==> config.mk <==
export PLATFORM = sky130hd
export DESIGN_NAME = prefetch_queue
export DESIGN_NICKNAME = d
export VERILOG_FILES = /design/src/rtl/pq_pkg.sv /design/src/rtl/pq_ctrl.sv /design/src/rtl/pq_data.sv /design/src/rtl/prefetch_queue.sv
export SDC_FILE = /design/constraint.sdc
export NUM_CORES = 1
export LEC_CHECK = 0
export ABC_AREA = 1
export BUFFER_PORTS_ARGS = -buffer_cell sky130_fd_sc_hd__buf_2
export CAP_MARGIN = 15
export CORE_MARGIN = 5
export CORE_UTILIZATION = 59
export CTS_BUF_LIST = sky130_fd_sc_hd__clkbuf_8
export DETAILED_ROUTE_END_ITERATION = 10
export HOLD_SLACK_MARGIN = 0.06
export PLACE_DENSITY = 0.87
export SLEW_MARGIN = 20
export SYNTH_ARGS = -nofsm -noshare
export SYNTH_HDL_FRONTEND = slang
export SYNTH_SLANG_ARGS = --single-unit
export TNS_END_PERCENT = 5
==> constraint.sdc <==
create_clock -name clk -period 2.6 [get_ports clk]
set_input_delay 0 -clock clk [delete_from_list [all_inputs] [get_ports clk]]
set_output_delay 0 -clock clk [all_outputs]
set_load 0.005 [all_outputs]
==> src/rtl/pq_pkg.sv <==
package pq_pkg;

  typedef enum logic [1:0] {
    QS_IDLE    = 2'b00,
    QS_FIRST   = 2'b01,
    QS_FLUSHED = 2'b10,
    QS_NEXT    = 2'b11
  } qStat_e;

  typedef struct packed {
    logic clear;
    logic push;
    logic pushHighOnly;
    logic pop;
  } qStrobe_t;

endpackage

==> src/rtl/pq_ctrl.sv <==
module pq_ctrl
  import pq_pkg::*;
#(
  parameter int ADDR_W = 20,
  parameter int DEPTH = 6,
  parameter int RESTART_GAP = 2,
  parameter logic [ADDR_W-1:0] RESET_ADDR = 20'hFFFF0
) (
  input  logic              clk,
  input  logic              rstN,
  input  logic              flushValid,
  input  logic [ADDR_W-1:0] flushAddr,
  input  logic              rdReq,
  input  logic              rdFirst,
  input  logic              fetchAck,
  output qStrobe_t          strobe,
  output logic              fetchReq,
  output logic [ADDR_W-1:0] fetchAddr,
  output logic              rdAvail,
  output logic [1:0]        qStatus
);

  localparam int CNT_W = $clog2(DEPTH + 1);
  localparam int GAP_W = $clog2(RESTART_GAP + 1);
  localparam logic [CNT_W-1:0] ROOM_LIMIT = CNT_W'(DEPTH - 2);

  logic [CNT_W-1:0]  count;
  logic [CNT_W-1:0]  pushN;
  logic [GAP_W-1:0]  holdCnt;
  logic [ADDR_W-1:0] addrQ;
  logic              headOdd;
  logic              dropEven;
  logic              roomNow;
  logic              popFire;
  logic              pushFire;
  qStat_e            statusQ;

  assign roomNow  = count <= ROOM_LIMIT;
  assign fetchReq = roomNow && (holdCnt == '0);
  assign popFire  = rdReq && (count != '0) && !flushValid;
  assign pushFire = fetchAck && fetchReq && !flushValid;
  assign pushN    = pushFire ? (dropEven ? CNT_W'(1) : CNT_W'(2)) : '0;

  always_comb begin
    strobe.clear        = flushValid;
    strobe.push         = pushFire;
    strobe.pushHighOnly = dropEven;
    strobe.pop          = popFire;
  end

  always_ff @(posedge clk) begin
    if (!rstN) begin
      count    <= '0;
      holdCnt  <= '0;
      addrQ    <= {RESET_ADDR[ADDR_W-1:1], 1'b0};
      headOdd  <= 1'b0;
      dropEven <= 1'b0;
      statusQ  <= QS_IDLE;
    end else if (flushValid) begin
      count    <= '0;
      holdCnt  <= '0;
      addrQ    <= {flushAddr[ADDR_W-1:1], 1'b0};
      headOdd  <= flushAddr[0];
      dropEven <= flushAddr[0];
      statusQ  <= QS_FLUSHED;
    end else begin
      count <= count + pushN - CNT_W'(popFire);
      if (popFire && !roomNow) holdCnt <= GAP_W'(RESTART_GAP);
      else if (holdCnt != '0)  holdCnt <= holdCnt - GAP_W'(1);
      if (popFire) headOdd <= ~headOdd;
      if (pushFire) begin
        addrQ    <= addrQ + ADDR_W'(2);
        dropEven <= 1'b0;
      end
      if (popFire) statusQ <= rdFirst ? QS_FIRST : QS_NEXT;
      else         statusQ <= QS_IDLE;
    end
  end

  assign fetchAddr = addrQ;
  assign rdAvail   = count != '0;
  assign qStatus   = statusQ;

  a_r2_no_overflow: assert property (@(posedge clk) disable iff (!rstN)
    count <= CNT_W'(DEPTH));

  a_r4_odd_cap: assert property (@(posedge clk) disable iff (!rstN)
    headOdd |-> count <= CNT_W'(DEPTH - 1));

  a_r5_restart_gap: assert property (@(posedge clk) disable iff (!rstN)
    (popFire && !roomNow && !flushValid) |=> !fetchReq);

  a_r8_flush_status: assert property (@(posedge clk) disable iff (!rstN)
    flushValid |=> qStatus == QS_FLUSHED);

endmodule

==> src/rtl/pq_data.sv <==
module pq_data
  import pq_pkg::*;
#(
  parameter int DEPTH = 6
) (
  input  logic       clk,
  input  logic       rstN,
  input  qStrobe_t   strobe,
  input  logic [15:0] fetchData,
  output logic [7:0] headByte,
  output logic [7:0] qByte
);

  localparam int PTR_W = $clog2(DEPTH);
  localparam logic [PTR_W-1:0] LAST = PTR_W'(DEPTH - 1);

  logic [7:0]       slot [DEPTH];
  logic [PTR_W-1:0] headPtr;
  logic [PTR_W-1:0] tailPtr;
  logic [PTR_W-1:0] tailNext;
  logic [PTR_W-1:0] tailNext2;

  function automatic logic [PTR_W-1:0] stepPtr(input logic [PTR_W-1:0] p);
    return (p == LAST) ? '0 : p + PTR_W'(1);
  endfunction

  assign tailNext  = stepPtr(tailPtr);
  assign tailNext2 = stepPtr(tailNext);
  assign headByte  = slot[headPtr];

  always_ff @(posedge clk) begin
    if (strobe.push && !strobe.clear) begin
      if (strobe.pushHighOnly) begin
        slot[tailPtr] <= fetchData[15:8];
      end else begin
        slot[tailPtr]  <= fetchData[7:0];
        slot[tailNext] <= fetchData[15:8];
      end
    end
  end

  always_ff @(posedge clk) begin
    if (!rstN || strobe.clear) begin
      headPtr <= '0;
      tailPtr <= '0;
      qByte   <= 8'h00;
    end else begin
      if (strobe.pop) headPtr <= stepPtr(headPtr);
      if (strobe.push) tailPtr <= strobe.pushHighOnly ? tailNext : tailNext2;
      qByte <= strobe.pop ? headByte : 8'h00;
    end
  end

  a_r3_tail_moves_on_push: assert property (@(posedge clk) disable iff (!rstN)
    (strobe.push && !strobe.clear) |=> !$stable(tailPtr));

endmodule

==> src/rtl/prefetch_queue.sv <==
module prefetch_queue
  import pq_pkg::*;
#(
  parameter int ADDR_W = 20,
  parameter int DEPTH = 6,
  parameter int RESTART_GAP = 2,
  parameter logic [ADDR_W-1:0] RESET_ADDR = 20'hFFFF0
) (
  input  logic              clk,
  input  logic              rstN,
  input  logic              flushValid,
  input  logic [ADDR_W-1:0] flushAddr,
  output logic              fetchReq,
  output logic [ADDR_W-1:0] fetchAddr,
  input  logic              fetchAck,
  input  logic [15:0]       fetchData,
  input  logic              rdReq,
  input  logic              rdFirst,
  output logic              rdAvail,
  output logic [7:0]        rdData,
  output logic [1:0]        qStatus,
  output logic [7:0]        qByte
);

  qStrobe_t strobe;

  pq_ctrl #(
    .ADDR_W(ADDR_W),
    .DEPTH(DEPTH),
    .RESTART_GAP(RESTART_GAP),
    .RESET_ADDR(RESET_ADDR)
  ) u_ctrl (
    .clk(clk),
    .rstN(rstN),
    .flushValid(flushValid),
    .flushAddr(flushAddr),
    .rdReq(rdReq),
    .rdFirst(rdFirst),
    .fetchAck(fetchAck),
    .strobe(strobe),
    .fetchReq(fetchReq),
    .fetchAddr(fetchAddr),
    .rdAvail(rdAvail),
    .qStatus(qStatus)
  );

  pq_data #(
    .DEPTH(DEPTH)
  ) u_data (
    .clk(clk),
    .rstN(rstN),
    .strobe(strobe),
    .fetchData(fetchData),
    .headByte(rdData),
    .qByte(qByte)
  );

  // an open request is held until it is acknowledged or flushed
  a_r2_req_held: assert property (@(posedge clk) disable iff (!rstN)
    (fetchReq && !fetchAck && !flushValid) |=> fetchReq);

endmodule

==> metrics.csv <==
metric,value,unit
postRouteAntennaNets,0,
final_util,0.702,
worst_pin_slew,627,ps
syn_area_per_cell,7.72,sq um
synth_seq_area_share,0.453,
die-area,10700,sq um
antenna_cells,0,
synthesis.area,5130,sq um
via_count,5143,
worstPathArrival,2580,ps
setup_viol,0,
drtPass1Iterations,6,
synth.area.top_cells,"edfxtp_1, dfxtp_1, nand2_1",
drive_gt1_frac,0.177,
dp.cells,838,
synth_seq_cells,92,
holdWs,89.3,ps
post_drt_wl_per_cell,17.3,um
clock_sinks,92,
start_util,0.597,
crit_fanout,5,
ctsRootBufferMaster,clkbuf_8,
max_slew_margin,0.580,
clock_latency,360,ps
clk_pin_slew_worst_paths,90,ps
synth-edff-count,48,
fin_nets,814,
yosysWarnings,0,
synthMuxAreaShare,0,
maxSlewViolCount,0,
rsz0062_at_grt,false,
synth_top_cell_by_area,edfxtp_1,
p_leak,0.00280,uW
period_share,0.876,
routed_wl,15200,um
yosys.area_share.xor_xnor,0.0120,
fp.dieH,103,um
die_w,103,um
yosys.area_share.simple,0.346,
cts_made_buffers,9,
drc,0,
synth_cell_types,38,
crit_type,reg -> reg,
antenna_found_initial,0,
grt_pass1_vias,4806,
p_per_area,522,nW/um^2
synth-compound-area-share,0.0947,
synth_nets,711,
rows,34,
synth_top_family_by_area,simple AND/OR/NAND/NOR gates,
cts_setup_buffers,0,
pre_cts_ws,352,ps
cts_tree,built,
gp_congestion,0.992,
cts-htree-levels,3,
cts_buffer_depth,2,
grt-ovfl-total,0,
hold_class,in -> reg,
timing.fmax,439,MHz
setup_ws,322,ps
final_cells,880,
ys.flop_type,edfxtp_1,
grt_pass1_wl,24100,um
fin_skew,9.73,ps
cp-start-kind,register,
cp-end-kind,register,
synthTopCellsByCount,"nand2_1, nand3_1, inv_1",
min_period,2280,ps
yosysMostFrequentCell,nand2_1,
core_area,8590,sq um
cap_violations,0,
ir_drop,0.314,mV
place_hpwl,10800,um
ios,82,
post_drt_via_cell_ratio,5.84,
required,2900,ps
area_growth,17.6,%
synthCells,664,
synthArstFlopShare,0,
synth_adder_area_share,0.0137,
finalSetupTns,0,ps
yosys.area.top_type_share,0.281,
grt_util_all_layers,0.295,
portBuffers,80,
hold_violations,0,
grt_max_degree,33,
status,"complete, no violations",
dr.first_iter.drc_count,619,
==> sequential cells by signal, summed over array words and instances (netlist names), named ones only <==
name	cells
u_data.slot	48
u_ctrl.fetchAddr	19
u_data.qByte	8
u_ctrl.count	3
u_data.headPtr	3
u_data.tailPtr	3
u_ctrl.holdCnt	2
u_ctrl.qStatus	2
u_ctrl.dropEven	1
==> per-layer routing <==
metal / up-vias / GRT usage / part of all wire
li1: 2426 / - / -
met1: 2273 / 0.381 / 0.38
met2: 371 / 0.489 / 0.47
met3: 73 / 0.0416 / 0.099
met4: 0 / 0.142 / 0.046
met5: - / 0 / 0
==> worst max-delay path, cell delays in order (launching register included) <==
cell and delay (ps):
dfxtp_1 340, nor2_1 160, nand2_1 120, nand3_1 170, inv_1 100, ha_1 280, inv_1 40, ha_1 190
fa_1 370, or2_2 310, a21oi_1 130
==> cells in the final DEF, fill, tap and decap left out, types with 2 or more instances in the layout <==
cell,instances
nor3_1,4
nand4_1,4
o211ai_1,6
nand3_1,117
nor2_1,61
nand3_4,3
edfxtp_1,48
dlygate4sd3_1,26
ha_1,4
clkbuf_8,11
buf_4,7
inv_1,62
o21ai_1,2
o22ai_1,8
nor2_4,3
dfxtp_1,44
xor2_1,3
a21oi_1,33
buf_2,80
nor2_2,7
nand2_1,165
clkinv_2,3
inv_2,4
nand3_2,13
o21ai_0,38
xnor2_1,4
==> final timing paths <==
check / start / to / slack (ps) / cells after the start
setup / recovery: u_ctrl.count[0]$_SDFF_PP0_ / u_ctrl.count[2]$_SDFF_PP0_ / 320 / 10
hold / removal: fetchData[10] / u_data.slot[2][2]$_DFFE_PP_ / 90 / 3
setup reg to reg: u_ctrl.count[0]$_SDFF_PP0_ / u_ctrl.count[2]$_SDFF_PP0_ / 320 / 10
hold reg to reg: u_ctrl.holdCnt[1]$_SDFFE_PP0P_ / u_ctrl.holdCnt[0]$_SDFFE_PP0P_ / 490 / 2
==> timing repair <==
action,4_1_cts,5_1_grt
endpoints found under the hold margin,25,0
gates resized for setup,0,0
hold buffers,26,0
==> cell type report <==
| class | count | area [sq um] |
|---|---|---|
| Tap cell | 108 | 135 |
| Multi-Input combinational cell | 483 | 2400 |
| Clock buffer | 11 | 151 |
| Clock inverter | 5 | 57.6 |
| Fill cell | 658 | 2560 |
| Timing Repair Buffer | 113 | 713 |
| Inverter | 68 | 256 |
| Sequential cell | 92 | 2320 |
==> report_power, final <==
group	switching (uW)	internal (uW)	total, uW
clock	501	499	1000
sequential	44.8	1590	1630
combinational	329	187	516
==> kinds of logic after synthesis <==
kind of cell	after synthesis
flip-flops	92
AND/OR/NAND/NOR	380
adder cells (fa/ha/maj)	5
other	1
XOR/XNOR	7
buffers and inverters	89
AO/OA/AOI/OAI	90
==> metrics by stage <==
| step | cell area [sq um] | power, uW |
|---|---|---|
| detailed placement | 5560 | 2120 |
| global route | 6030 | 3280 |
| floorplan | 5130 | 1960 |
| global placement | 5560 | 2110 |
| CTS | 6030 | 3130 |
| finish | 6030 | 3150 |
Note: power is estimated with default switching activity, not from simulation.
